$ cat src/rtl/owRomPkg.sv
package owRomPkg;

  typedef enum logic [2:0] {
    ST_IDLE,
    ST_CMD,
    ST_READ,
    ST_MATCH,
    ST_SRCH,
    ST_GRANT
  } romState_t;

  typedef struct packed {
    logic cmdShift;
    logic cntClr;
    logic cntInc;
  } dpCtl_t;

  localparam logic [7:0] CMD_READ   = 8'h33;
  localparam logic [7:0] CMD_MATCH  = 8'h55;
  localparam logic [7:0] CMD_SKIP   = 8'hCC;
  localparam logic [7:0] CMD_SEARCH = 8'hF0;
  localparam logic [7:0] CMD_ALARM  = 8'hEC;

endpackage

$ cat src/rtl/owRomDatapath.sv
module owRomDatapath
  import owRomPkg::*;
#(
  parameter int FAM_W = 8,
  parameter int SERIAL_W = 48,
  parameter int CRC_W = 8,
  parameter int CMD_W = 8,
  parameter logic [FAM_W-1:0] FAMILY = 8'h10,
  parameter logic [SERIAL_W-1:0] SERIAL = 48'hA1B2_C3D4_E5F6,
  parameter logic [CRC_W-1:0] CRC_POLY_REF = 8'h8C
) (
  input  logic clk,
  input  logic rstN,
  input  dpCtl_t ctl,
  input  logic rxBit,
  output logic idBit,
  output logic cntLast,
  output logic cmdLast,
  output logic [CMD_W-1:0] cmdByte
);
  localparam int BODY_W = FAM_W + SERIAL_W;
  localparam int ID_W = BODY_W + CRC_W;
  localparam int CNT_W = $clog2(ID_W);

  function automatic logic [CRC_W-1:0] crcOf(input logic [BODY_W-1:0] body);
    logic [CRC_W-1:0] acc;
    logic fb;
    acc = '0;
    for (int i = 0; i < BODY_W; i++) begin
      fb = acc[0] ^ body[i];
      acc = acc >> 1;
      if (fb) acc = acc ^ CRC_POLY_REF;
    end
    return acc;
  endfunction

  localparam logic [ID_W-1:0] ROM_ID = {crcOf({SERIAL, FAMILY}), SERIAL, FAMILY};

  logic [CMD_W-1:0] cmdReg;
  logic [CNT_W-1:0] cnt;

  assign cmdByte = {rxBit, cmdReg[CMD_W-1:1]};
  assign idBit   = ROM_ID[cnt];
  assign cntLast = (cnt == CNT_W'(ID_W - 1));
  assign cmdLast = (cnt == CNT_W'(CMD_W - 1));

  always_ff @(posedge clk) begin
    if (!rstN) begin
      cmdReg <= '0;
      cnt    <= '0;
    end else begin
      if (ctl.cmdShift) cmdReg <= cmdByte;
      if (ctl.cntClr) cnt <= '0;
      else if (ctl.cntInc) cnt <= cnt + 1'b1;
    end
  end

  AST_CMD_LSB_FIRST: assert property (@(posedge clk) disable iff (!rstN)
    ctl.cmdShift |=> cmdReg[CMD_W-1] == $past(rxBit));

endmodule

$ cat src/rtl/owRomControl.sv
module owRomControl
  import owRomPkg::*;
#(
  parameter int CMD_W = 8
) (
  input  logic clk,
  input  logic rstN,
  input  logic busReset,
  input  logic rxValid,
  input  logic rxBit,
  input  logic txReq,
  input  logic alarmFlag,
  input  logic idBit,
  input  logic cntLast,
  input  logic cmdLast,
  input  logic [CMD_W-1:0] cmdByte,
  output dpCtl_t ctl,
  output logic txBit,
  output logic selected
);
  romState_t state, nextState;
  logic [1:0] phase, nextPhase;
  logic grant;

  always_comb begin
    nextState = state;
    nextPhase = phase;
    ctl = '0;
    grant = 1'b0;
    if (busReset) begin
      nextState = ST_CMD;
      nextPhase = 2'd0;
      ctl.cntClr = 1'b1;
    end else begin
      case (state)
        ST_CMD: if (rxValid) begin
          ctl.cmdShift = 1'b1;
          if (cmdLast) begin
            ctl.cntClr = 1'b1;
            nextPhase = 2'd0;
            case (cmdByte)
              CMD_READ:   nextState = ST_READ;
              CMD_MATCH:  nextState = ST_MATCH;
              CMD_SEARCH: nextState = ST_SRCH;
              CMD_ALARM:  nextState = alarmFlag ? ST_SRCH : ST_IDLE;
              CMD_SKIP: begin
                grant = 1'b1;
                nextState = ST_GRANT;
              end
              default:    nextState = ST_IDLE;
            endcase
          end else begin
            ctl.cntInc = 1'b1;
          end
        end
        ST_READ: if (txReq) begin
          if (cntLast) begin
            grant = 1'b1;
            nextState = ST_GRANT;
            ctl.cntClr = 1'b1;
          end else begin
            ctl.cntInc = 1'b1;
          end
        end
        ST_MATCH: if (rxValid) begin
          if (rxBit != idBit) begin
            nextState = ST_IDLE;
          end else if (cntLast) begin
            grant = 1'b1;
            nextState = ST_GRANT;
            ctl.cntClr = 1'b1;
          end else begin
            ctl.cntInc = 1'b1;
          end
        end
        ST_SRCH: begin
          if (phase != 2'd2) begin
            if (txReq) nextPhase = phase + 2'd1;
          end else if (rxValid) begin
            nextPhase = 2'd0;
            if (rxBit != idBit) begin
              nextState = ST_IDLE;
            end else if (cntLast) begin
              grant = 1'b1;
              nextState = ST_GRANT;
              ctl.cntClr = 1'b1;
            end else begin
              ctl.cntInc = 1'b1;
            end
          end
        end
        default: ;
      endcase
    end
  end

  always_comb begin
    txBit = 1'b1;
    if (state == ST_READ) txBit = idBit;
    else if (state == ST_SRCH && phase == 2'd0) txBit = idBit;
    else if (state == ST_SRCH && phase == 2'd1) txBit = !idBit;
  end

  always_ff @(posedge clk) begin
    if (!rstN) begin
      state    <= ST_IDLE;
      phase    <= 2'd0;
      selected <= 1'b0;
    end else begin
      state    <= nextState;
      phase    <= nextPhase;
      selected <= grant;
    end
  end

  AST_SEL_ONE_CYCLE: assert property (@(posedge clk) disable iff (!rstN)
    selected |=> !selected);
  AST_SEL_AFTER_FLOW: assert property (@(posedge clk) disable iff (!rstN)
    selected |-> state == ST_GRANT && $past(state) != ST_GRANT && $past(state) != ST_IDLE);
  AST_RESET_ABORTS: assert property (@(posedge clk) disable iff (!rstN)
    busReset |=> state == ST_CMD);
  AST_MATCH_DROP: assert property (@(posedge clk) disable iff (!rstN)
    (state == ST_MATCH && rxValid && rxBit != idBit && !busReset) |=> state == ST_IDLE && !selected);
  AST_SEARCH_DROP: assert property (@(posedge clk) disable iff (!rstN)
    (state == ST_SRCH && phase == 2'd2 && rxValid && rxBit != idBit && !busReset) |=> state == ST_IDLE);
  AST_ALARM_QUIET: assert property (@(posedge clk) disable iff (!rstN)
    (state == ST_CMD && rxValid && cmdLast && cmdByte == CMD_ALARM && !alarmFlag && !busReset)
      |=> state == ST_IDLE);
  AST_IDLE_RELEASED: assert property (@(posedge clk) disable iff (!rstN)
    (state == ST_IDLE || state == ST_GRANT) |-> txBit);

endmodule

$ cat src/rtl/owRomResponder.sv
module owRomResponder
  import owRomPkg::*;
#(
  parameter int FAM_W = 8,
  parameter int SERIAL_W = 48,
  parameter int CRC_W = 8,
  parameter int CMD_W = 8,
  parameter logic [FAM_W-1:0] FAMILY = 8'h10,
  parameter logic [SERIAL_W-1:0] SERIAL = 48'hA1B2_C3D4_E5F6
) (
  input  logic clk,
  input  logic rstN,
  input  logic busReset,
  input  logic rxValid,
  input  logic rxBit,
  input  logic txReq,
  input  logic alarmFlag,
  output logic txBit,
  output logic selected
);
  dpCtl_t ctl;
  logic idBit, cntLast, cmdLast;
  logic [CMD_W-1:0] cmdByte;

  owRomDatapath #(
    .FAM_W(FAM_W), .SERIAL_W(SERIAL_W), .CRC_W(CRC_W), .CMD_W(CMD_W),
    .FAMILY(FAMILY), .SERIAL(SERIAL)
  ) dp_i (
    .clk(clk), .rstN(rstN), .ctl(ctl), .rxBit(rxBit),
    .idBit(idBit), .cntLast(cntLast), .cmdLast(cmdLast), .cmdByte(cmdByte)
  );

  owRomControl #(.CMD_W(CMD_W)) ctrl_i (
    .clk(clk), .rstN(rstN), .busReset(busReset), .rxValid(rxValid),
    .rxBit(rxBit), .txReq(txReq), .alarmFlag(alarmFlag), .idBit(idBit),
    .cntLast(cntLast), .cmdLast(cmdLast), .cmdByte(cmdByte),
    .ctl(ctl), .txBit(txBit), .selected(selected)
  );

endmodule

$ cat config.mk
export PLATFORM = sky130hd
export DESIGN_NAME = owRomResponder
export DESIGN_NICKNAME = d
export VERILOG_FILES = /design/src/rtl/owRomPkg.sv /design/src/rtl/owRomDatapath.sv /design/src/rtl/owRomControl.sv /design/src/rtl/owRomResponder.sv
export SDC_FILE = /design/constraint.sdc
export NUM_CORES = 1
export LEC_CHECK = 0
export CORE_ASPECT_RATIO = 1.4
export CORE_UTILIZATION = 55
export CTS_CLUSTER_SIZE = 24
export DETAILED_ROUTE_END_ITERATION = 6
export DONT_BUFFER_PORTS = 1
export PLACE_DENSITY = 0.7
export SYNTH_ARGS = -nofsm -noshare
export SYNTH_HDL_FRONTEND = slang
export SYNTH_SLANG_ARGS = --single-unit
$ cat constraint.sdc
create_clock -name clk -period 3.72 [get_ports clk]
set_clock_uncertainty 0.2 [all_clocks]
set_input_delay 0.744 -clock clk [delete_from_list [all_inputs] [get_ports clk]]
set_output_delay 0.744 -clock clk [all_outputs]
set_load 0.02 [all_outputs]
==> metrics.md <==
| Metric | Value |
|---|---|
| Leak | 0.582 nW |
| Largest net degree at the start of global routing | 13 |
| Initial antenna violation count | 0 |
| Clk buf depth | 2 |
| Synthesis Warnings | 0 |
| Vias/cell | 6.12 |
| Synth Area in Compound Gates | 24.0% |
| Setup violations, final | 0 |
| First-pass GRT wire length | 5.94 mm |
| Post-synth cell types | 60 |
| Max FO, Critical Path | 12 |
| Xor/xnor share of the synthesized area | 2.78% |
| Status | complete, no violations |
| Largest family of logic cells by synthesized area | simple AND/OR/NAND/NOR gates |
| Switching part of the total power | 20.2% |
| Die width | 47.3 microns |
| H-tree depth | 1 |
| Total GRT Usage | 25.9% |
| Clock insertion delay at the later pin of the skew report | 0.30 ns |
| Clk network pwr share | 42.4% |
| Vias in the first global route | 1426 |
| Area Growth Syn to Fin | 5.87% |
| Top Ports | 9 |
| Core box area | 2670 sq um |
| DRC errors left | 0 |
| Post-synthesis mux area share | 4.52% |
| CP startpoint kind | flip-flop |
| Endpoint class of the critical path | flip-flop |
| Die ar. | 3090 sq um |
| CTS buffer count | 3 |
| Seq cells post-synth | 20 |
| Clk slew on worst S/H paths | 0.12 ns |
| RSZ-0062 raised after global routing | false |
| Worst-Margin Slew | 0.630 ns |
| Synthesized area | 1580 sq um |
| Detail Placement HPWL | 2.80 mm |
| Initial core utilization | 59.0% |
| Final WL | 3.48 mm |
| Sinks on Clock Net | 20 |
| Worst EP arrival | 3.43 ns |
| Routed WL per cell | 14.7 microns |
| Max IR drop VDD | 0.194 mV |
| RePlAce Congestion | 0.897 |
| Syn Inst Count | 200 |
| Cts hold-fix bufs | 0 |
| Part of the cycle the worst path needs | 91.3% |
| Starting DRT DRC Count | 32 |
| ANT nets after route | 0 |
| Simple-Gate Fraction of Synth Area | 32.1% |
| Via count | 1451 |
| Gate power share | 5.5% |
| CTS Root Cell | clkbuf_4 |
| Antenna diode count | 0 |
| Crit Path Category | flip-flop to flip-flop |
| Relative slew margins | 57.6% |
| Utilization after layout | 62.5% |
| Required time worst endpoint | 3.76 ns |
| Synthesized Nets | 214 |
| Syn_area_per_cell | 7.88 sq um |
| Row cnt | 22 |
| Setup_tns | 0 ns |
| Pwr per Cell Area | 250 nW/um^2 |
| Share of cells above drive strength 1 | 9.45% |
| Setup bufs post-CTS | 0 |
| Hold Fails Final Rpt | 0 |
| Int Power | 0.000333 W |
| Flop pwr share | 52.2% |
| Drt pass-1 iters | 4 |
| Placed Cells | 233 |
| Grt ovf | 0 |
| I/O Buffers | 0 |
| Max cap viols | 0 |
| Net Switching | 0.0000845 W |
| Final min period | 3.39 ns |
| Main flop type after synthesis | dfxtp_1 |
| Final Slew Violations | 0 |
| FMAX | 295 MHz |
| Die height | 65.3 microns |
| Post-synth ARST share | 0% |
| Post-synth EDFFs | 0 |
| Seq/Total Area, Yosys | 25.4% |
| CTS tree | done |
| Post_cts resized | 0 |
| Fin nets | 216 |
| Post-Layout Cell Count | 237 |
| Post-Synth Adder-Cell Area | 5.56% |
| Hold WC Path Type | flip-flop to flip-flop |
[layout by cell type, fill, tap and decap left out, types with 5 or more instances in the layout]
master	synthesis	routed
a21oi_1	12	12
buf_4	1	6
dfxtp_1	20	20
ha_1	7	7
inv_1	10	10
mux2i_1	6	6
nand2_1	13	13
nand2b_1	5	5
nand3_1	6	6
nor2_1	24	24
nor2b_1	5	5
nor3_1	5	5
nor4bb_1	5	5
o2111ai_1	5	5
o21ai_0	12	12
[cell type report]
class	count	area, sq um
fillers	253	1000
well taps	36	45.0
inverters	10	37.5
clock buffers	3	22.5
flip-flops and latches	20	400
repair buffers	6	45.0
multi-input cells	161	1090
clock inverters	1	30.0
[state kept, by name, indices dropped and copies added (netlist names)]
register         flops
ctrl_i.idBit         1
ctrl_i.state         3
ctrl_i.selected      1
ctrl_i.phase         2
dp_i.cmdReg          7
dp_i.cnt             6
[path summary, 6_finish.rpt]
path | start | endpoint | slack, ns | cells past startpoint
worst max-delay path | ctrl_i.state[1]$_SDFFE_PP0P_ | ctrl_i.idBit$_DFF_P_ | 0.33 | 12
worst min-delay path | dp_i.cmdReg[5]$_SDFFE_PN0P_ | dp_i.cmdReg[4]$_SDFFE_PN0P_ | 0.31 | 2
worst max register to register | ctrl_i.state[1]$_SDFFE_PP0P_ | ctrl_i.idBit$_DFF_P_ | 0.33 | 12
worst min register to register | dp_i.cmdReg[5]$_SDFFE_PN0P_ | dp_i.cmdReg[4]$_SDFFE_PN0P_ | 0.31 | 2
[worst max-delay path, cell delays in order, from the launching register on]
cell	delay, ns
dfxtp_1	0.43
or3b_1	0.48
nor4_4	0.30
o21ai_0	0.13
a21bo_2	0.25
mux2i_1	0.29
nor2_1	0.13
inv_1	0.16
ha_1	0.17
nor4_1	0.05
a221o_1	0.25
or3_1	0.34
a2bb2oi_1	0.16
[power groups by stage]
stage	sequential, W	combinational [W]	clock (W)
3_3_place_gp	0.000223	0.0000221	0
5_1_grt	0.000219	0.0000251	0.000191
6_report	0.000218	0.0000228	0.000177
4_1_cts	0.000218	0.0000223	0.000183
2_1_floorplan	0.000221	0.0000200	0
3_5_place_dp	0.000223	0.0000222	0
[metrics by stage]
step	total power, W	hold WS (ns)	area (sq um)	worst slack, ns
after floorplan	0.000241	0.267	1580	0.388
after global placement	0.000245	0.287	1620	0.297
after detailed placement	0.000245	0.300	1620	0.210
after CTS	0.000424	0.316	1670	0.261
after global routing	0.000435	0.352	1670	0.0543
final	0.000418	0.312	1670	0.325
[cells by family (layout without fill, tap and decap cells)]
logic type                 Yosys count  after routing
muxes                                7              7
AOI/OAI and AO/OA                   55             55
xor gates and xnor gates             5              5
buffers and inverters               19             20
adders and majority gates            7              7
and+or+nand+nor                     87             87
DFF                                 20             20
[cells in the mapped netlist (2+ instances only)]
library cell	count	area share [%]
a21boi_0	4	1.9
nor4bb_1	5	3.2
o2111ai_1	5	2.8
nand3_1	6	1.9
nor2_1	24	5.7
a21o_1	2	0.95
ha_1	7	5.6
o31ai_1	2	0.95
mux2i_1	6	3.8
xnor2_1	2	1.1
inv_1	10	2.4
nor3_1	5	1.6
xor2_1	3	1.7
nor2b_1	5	2.0
clkbuf_1	3	0.71
nor4_1	4	1.6
o21a_1	2	0.95
buf_2	4	1.3
nand2b_1	5	2.0
nand2_1	13	3.1
a21oi_1	12	3.8
dfxtp_1	20	25
o21ai_0	12	3.8
or3_1	3	1.2
[layer usage]
layer / vias up / wire (microns) / global-route usage (%)
met3: 10 / 80 / 3.85
met2: 23 / 1750 / 42.5
met4: 0 / 124 / 15.7
li1: 744 / - / -
met5: - / 0 / 0
met1: 674 / 1520 / 29.9
Power figures use the tool's default switching activity.
